--- src/rtl/oru_pkg.sv ---
package oru_pkg;
  localparam int ADDR_W   = 18;
  localparam int DATA_W   = 60;
  localparam int NUM_REGS = 8;
  localparam int IDX_W    = $clog2(NUM_REGS);
  localparam int LOAD_LO  = 1;
  localparam int LOAD_HI  = 5;

  typedef enum logic [1:0] {
    FILE_ADDR  = 2'd0,
    FILE_INDEX = 2'd1,
    FILE_OPER  = 2'd2,
    FILE_NONE  = 2'd3
  } regFile_e;

  typedef enum logic [1:0] {
    ST_IDLE  = 2'd0,
    ST_LOAD  = 2'd1,
    ST_STORE = 2'd2
  } xferState_e;

  typedef struct packed {
    logic addrWe;
    logic indexWe;
    logic operWe;
    logic launch;
    logic launchStore;
    logic loadDone;
  } ctrlStrobes_t;
endpackage

--- src/rtl/oru_ctrl.sv ---
module oru_ctrl
  import oru_pkg::*;
(
  input  logic               clk,
  input  logic               rstN,
  input  logic               wrEn,
  input  logic [1:0]         wrFile,
  input  logic [IDX_W-1:0]   wrIdx,
  input  logic               memAck,
  output ctrlStrobes_t       strobes,
  output logic               busy,
  output logic               memReq,
  output logic               memWe
);
  xferState_e state, stateNext;
  logic accept;
  logic isLoadIdx;
  logic isStoreIdx;

  assign accept     = wrEn && (state == ST_IDLE);
  assign isLoadIdx  = (int'(wrIdx) >= LOAD_LO) && (int'(wrIdx) <= LOAD_HI);
  assign isStoreIdx = int'(wrIdx) > LOAD_HI;

  always_comb begin
    strobes             = '0;
    strobes.addrWe      = accept && (wrFile == FILE_ADDR);
    strobes.indexWe     = accept && (wrFile == FILE_INDEX);
    strobes.operWe      = accept && (wrFile == FILE_OPER);
    strobes.launch      = strobes.addrWe && (isLoadIdx || isStoreIdx);
    strobes.launchStore = strobes.addrWe && isStoreIdx;
    strobes.loadDone    = (state == ST_LOAD) && memAck;
  end

  always_comb begin
    stateNext = state;
    unique case (state)
      ST_IDLE: begin
        if (strobes.launchStore)  stateNext = ST_STORE;
        else if (strobes.launch)  stateNext = ST_LOAD;
      end
      ST_LOAD, ST_STORE: begin
        if (memAck) stateNext = ST_IDLE;
      end
      default: stateNext = ST_IDLE;
    endcase
  end

  always_ff @(posedge clk) begin
    if (!rstN) state <= ST_IDLE;
    else       state <= stateNext;
  end

  assign busy   = (state != ST_IDLE);
  assign memReq = busy;
  assign memWe  = (state == ST_STORE);

  AST_SCRATCH_NO_REQ: assert property (@(posedge clk) disable iff (!rstN)
    (!busy && wrEn && wrFile == FILE_ADDR && wrIdx == '0) |=> !memReq) else $error("AST_SCRATCH_NO_REQ");
  AST_LOAD_LAUNCH: assert property (@(posedge clk) disable iff (!rstN)
    (!busy && wrEn && wrFile == FILE_ADDR && isLoadIdx) |=> (memReq && !memWe)) else $error("AST_LOAD_LAUNCH");
  AST_STORE_LAUNCH: assert property (@(posedge clk) disable iff (!rstN)
    (!busy && wrEn && wrFile == FILE_ADDR && isStoreIdx) |=> (memReq && memWe)) else $error("AST_STORE_LAUNCH");
  AST_REQ_HOLD: assert property (@(posedge clk) disable iff (!rstN)
    (memReq && !memAck) |=> (memReq && $stable(memWe))) else $error("AST_REQ_HOLD");
  AST_ACK_RELEASE: assert property (@(posedge clk) disable iff (!rstN)
    (memReq && memAck) |=> !busy) else $error("AST_ACK_RELEASE");
  AST_NONE_FILE: assert property (@(posedge clk) disable iff (!rstN)
    (!busy && wrEn && wrFile == FILE_NONE) |=> !memReq) else $error("AST_NONE_FILE");
endmodule

--- src/rtl/oru_datapath.sv ---
module oru_datapath
  import oru_pkg::*;
(
  input  logic                clk,
  input  logic                rstN,
  input  ctrlStrobes_t        strobes,
  input  logic                busy,
  input  logic                memAck,
  input  logic [IDX_W-1:0]    wrIdx,
  input  logic [DATA_W-1:0]   wrData,
  input  logic [IDX_W-1:0]    rdAddrIdx,
  input  logic [IDX_W-1:0]    rdIndexIdx,
  input  logic [IDX_W-1:0]    rdOperIdx,
  input  logic [DATA_W-1:0]   memRdata,
  output logic [ADDR_W-1:0]   rdAddrData,
  output logic [ADDR_W-1:0]   rdIndexData,
  output logic [DATA_W-1:0]   rdOperData,
  output logic [ADDR_W-1:0]   memAddr,
  output logic [DATA_W-1:0]   memWdata
);
  logic [ADDR_W-1:0] addrRegs  [NUM_REGS];
  logic [ADDR_W-1:0] indexRegs [NUM_REGS];
  logic [DATA_W-1:0] operRegs  [NUM_REGS];
  logic [ADDR_W-1:0] reqAddr;
  logic [DATA_W-1:0] reqData;
  logic [IDX_W-1:0]  reqDest;

  always_ff @(posedge clk) begin
    if (!rstN) begin
      for (int r = 0; r < NUM_REGS; r++) begin
        addrRegs[r]  <= '0;
        indexRegs[r] <= '0;
        operRegs[r]  <= '0;
      end
      reqAddr <= '0;
      reqData <= '0;
      reqDest <= '0;
    end else begin
      for (int r = 0; r < NUM_REGS; r++) begin
        if (strobes.addrWe && wrIdx == IDX_W'(r))
          addrRegs[r] <= wrData[ADDR_W-1:0];
        if (strobes.indexWe && wrIdx == IDX_W'(r) && r != 0)
          indexRegs[r] <= wrData[ADDR_W-1:0];
        if (strobes.operWe && wrIdx == IDX_W'(r))
          operRegs[r] <= wrData;
        else if (strobes.loadDone && reqDest == IDX_W'(r))
          operRegs[r] <= memRdata;
      end
      if (strobes.launch) begin
        reqAddr <= wrData[ADDR_W-1:0];
        reqData <= operRegs[wrIdx];
        reqDest <= wrIdx;
      end
    end
  end

  assign rdAddrData  = addrRegs[rdAddrIdx];
  assign rdIndexData = indexRegs[rdIndexIdx];
  assign rdOperData  = operRegs[rdOperIdx];
  assign memAddr     = reqAddr;
  assign memWdata    = reqData;

  AST_REQ_STABLE: assert property (@(posedge clk) disable iff (!rstN)
    (busy && !memAck) |=> ($stable(memAddr) && $stable(memWdata))) else $error("AST_REQ_STABLE");
  AST_INDEX0_ZERO: assert property (@(posedge clk) disable iff (!rstN)
    (rdIndexIdx == '0) |-> (rdIndexData == '0)) else $error("AST_INDEX0_ZERO");

  for (genvar g = 0; g < NUM_REGS; g++) begin : gAst
    AST_STALL_ADDR: assert property (@(posedge clk) disable iff (!rstN)
      busy |=> $stable(addrRegs[g])) else $error("AST_STALL_ADDR");
    AST_STALL_INDEX: assert property (@(posedge clk) disable iff (!rstN)
      busy |=> $stable(indexRegs[g])) else $error("AST_STALL_INDEX");
    AST_LOAD_LANDS: assert property (@(posedge clk) disable iff (!rstN)
      (strobes.loadDone && reqDest == IDX_W'(g)) |=> (operRegs[g] == $past(memRdata))) else $error("AST_LOAD_LANDS");
  end
endmodule

--- src/rtl/opRegUnit.sv ---
module opRegUnit
  import oru_pkg::*;
(
  input  logic                clk,
  input  logic                rstN,
  input  logic                wrEn,
  input  logic [1:0]          wrFile,
  input  logic [IDX_W-1:0]    wrIdx,
  input  logic [DATA_W-1:0]   wrData,
  output logic                busy,
  input  logic [IDX_W-1:0]    rdAddrIdx,
  output logic [ADDR_W-1:0]   rdAddrData,
  input  logic [IDX_W-1:0]    rdIndexIdx,
  output logic [ADDR_W-1:0]   rdIndexData,
  input  logic [IDX_W-1:0]    rdOperIdx,
  output logic [DATA_W-1:0]   rdOperData,
  output logic                memReq,
  output logic                memWe,
  output logic [ADDR_W-1:0]   memAddr,
  output logic [DATA_W-1:0]   memWdata,
  input  logic                memAck,
  input  logic [DATA_W-1:0]   memRdata
);
  ctrlStrobes_t strobes;

  oru_ctrl u_ctrl (
    .clk     (clk),
    .rstN    (rstN),
    .wrEn    (wrEn),
    .wrFile  (wrFile),
    .wrIdx   (wrIdx),
    .memAck  (memAck),
    .strobes (strobes),
    .busy    (busy),
    .memReq  (memReq),
    .memWe   (memWe)
  );

  oru_datapath u_dp (
    .clk         (clk),
    .rstN        (rstN),
    .strobes     (strobes),
    .busy        (busy),
    .memAck      (memAck),
    .wrIdx       (wrIdx),
    .wrData      (wrData),
    .rdAddrIdx   (rdAddrIdx),
    .rdIndexIdx  (rdIndexIdx),
    .rdOperIdx   (rdOperIdx),
    .memRdata    (memRdata),
    .rdAddrData  (rdAddrData),
    .rdIndexData (rdIndexData),
    .rdOperData  (rdOperData),
    .memAddr     (memAddr),
    .memWdata    (memWdata)
  );
endmodule

--- config.mk ---
export PLATFORM = sky130hd
export DESIGN_NAME = opRegUnit
export DESIGN_NICKNAME = d
export VERILOG_FILES = /design/src/rtl/oru_pkg.sv /design/src/rtl/oru_ctrl.sv /design/src/rtl/oru_datapath.sv /design/src/rtl/opRegUnit.sv
export SDC_FILE = /design/constraint.sdc
export NUM_CORES = 2
export LEC_CHECK = 0
export CAP_MARGIN = 15
export CORE_UTILIZATION = 60
export CTS_CLUSTER_DIAMETER = 80
export DETAILED_ROUTE_END_ITERATION = 7
export GPL_TIMING_DRIVEN = 0
export PLACE_DENSITY_LB_ADDON = 0.1
export REMOVE_ABC_BUFFERS = 1
export SYNTH_ARGS = -nofsm -noshare
export SYNTH_HDL_FRONTEND = slang
export SYNTH_HIERARCHICAL = 1
export SYNTH_SLANG_ARGS = --single-unit
--- constraint.sdc ---
create_clock -name clk -period 9.3 [get_ports clk]
set_clock_uncertainty 0.05 [all_clocks]
set_input_delay 1.86 -clock clk [delete_from_list [all_inputs] [get_ports clk]]
set_output_delay 1.86 -clock clk [all_outputs]
set_load 0.05 [all_outputs]
==> run metrics <==
die area 72300 um2; post-route clock period utilization 75.4%; Nets about 3800; Fin. Hold Viols 0; WL/cell 28.8 um; Post-CTS Resized 0; H-tree levels 3; max-cap violation count 0; site row count 97; CTS Hold Bufs 0; crit end category output pin; Area growth, synth to finish 17.6%; via count between 30000 and 40000; cts bufs inserted 85; residual DRC count 0; maximum VDD drop roughly 0.13 mV; Slew HR ~28%; post-layout minimum cycle time around 7000 ps; cell count after synthesis 3586; fillers roughly 4600; Clock Latency Late Sink ~640 ps; Top Ports 315; Crit path required time 7390 ps; area occupied by multi-input gates roughly 17000 um2; grt total ovfl 0; Design Area, Final between 50000 and 60000 um2; number of post-CTS setup repair buffers 0; DPL Wire Length 83500 um; RSZ-0062 raised after global routing false; critical path arrival 5100 ps; Cell Area, Placed about 47000 um2; Post-Syn Area 42800 um2; Root Driver clkbuf_16; final setup TNS 0 ps; # setup viols final 0; P per Cell Area 180 nW/um2; Crit Path Category in -> out; share of layout cells above drive strength 1 14.2%; Die X ~270 um; largest net degree at the start of global routing 108; Max Slew Vio Count 0; f_max 0.143 GHz; Min Hold Slack 472 ps; DRT Wirelength 136000 um; post-route ant nets 0; Vias/cell slightly below 7; fin cells 4705; status completed; vias in the first global route approximately 32000; core area 70300 um2; Reg area 24200 um2; clock slew seen by the registers of the worst setup and hold paths 60 ps; I/O Buffers 314; clk sinks around 830; synth warn 6; die height 269 um; crit start category input port; GRT Total Usage 36.9%; antenna violations before repair 9; Syn Area/Cell approximately 12 um2; Final Util 71.5%; crit path max fanout 38; routability cong. 0.821; CTS Buffer Depth 3; Min-Delay Path Class reg -> reg; Worst-Margin Slew between 1000 and 1500 ps; TritonCTS clock tree built; Cell Count Post-Placement between 4000 and 5000; first-pass GRT wire length 195000 um; First-pass DRT Iterations 6; leak pwr 19.3 nW; Initial Util between 60 and 70%; DRT iter0 DRCs 4241
-- final cells by class --
class | instances | share of cell area (%)
multi-input cells | 2335 | 33.7
inverters | 23 | 0.172
repair buffers | 408 | 10.1
well taps | 940 | 2.34
diodes | 7 | 0.0348
flip-flops and latches | 833 | 48.1
clock inverters | 43 | 0.958
clock buffers | 116 | 4.64
-- report_power, final --
| group | total [mW] | switching, mW | internal (mW) |
|---|---|---|---|
| Combinational | 1.25 | 0.781 | 0.465 |
| Clock | 3.49 | 1.45 | 2.04 |
| Sequential | 4.31 | 0.0730 | 4.23 |
-- critical path: stages --
cell,delay [ps]
buf_2,720
nor2b_1,840
buf_6,240
a22oi_1,110
o21ai_0,400
clkdlybuf4s50_1,900
-- registers in the layout, indices dropped and copies added (netlist names) --
signal / count
u_dp/indexRegs: 126
u_dp/memAddr: 18
u_dp/reqDest: 3
u_dp/memWdata: 60
u_dp/addrRegs: 144
u_dp/operRegs: 480
u_ctrl/state: 2
-- routing by layer --
layer | track usage (%) | vias up | part of all wire [%]
met5 | 0 | - | 0.041
met4 | 18.1 | 8 | 4.6
met3 | 7.84 | 420 | 13
met2 | 59.6 | 2533 | 48
met1 | 47.6 | 15900 | 35
li1 | - | 13700 | -
-- worst paths after layout --
check,start,to,slack [ps],depth (start not counted)
worst max-delay path,rdIndexIdx[1],rdIndexData[4],2290,6
worst min-delay path,u_ctrl/state[0]$_SDFFE_PN0P_,u_ctrl/state[0]$_SDFFE_PN0P_,470,2
worst max register to register,u_ctrl/state[0]$_SDFFE_PN0P_,u_dp/operRegs[1][58]$_SDFFCE_PN0P_,4400,9
worst min register to register,u_ctrl/state[0]$_SDFFE_PN0P_,u_ctrl/state[0]$_SDFFE_PN0P_,470,2
-- stage by stage --
step | setup WS (ps) | power, mW
final | 2290 | 9.04
after floorplan | -532 | 5.05
after detailed placement | 2350 | 5.61
after global placement | -29700 | 5.71
after CTS | 2350 | 9.04
after global routing | 2110 | 9.26
-- layout by cell type, fill, tap and decap left out, types with 10 or more instances in the layout --
cell type	n
bufinv_16	10
inv_1	23
mux4_2	174
dfxtp_1	83
nor2_1	201
buf_16	38
o22ai_1	362
o21ai_0	78
clkbuf_16	86
buf_8	22
clkdlybuf4s50_1	305
buf_4	10
edfxtp_1	750
a21boi_0	38
clkbuf_1	23
mux2i_1	261
buf_12	24
clkinv_1	12
a22oi_1	137
mux2_2	96
nor2b_1	26
a21oi_1	61
a21boi_1	82
clkinv_2	14
nand2_1	767
Power figures use the tool's default switching activity.
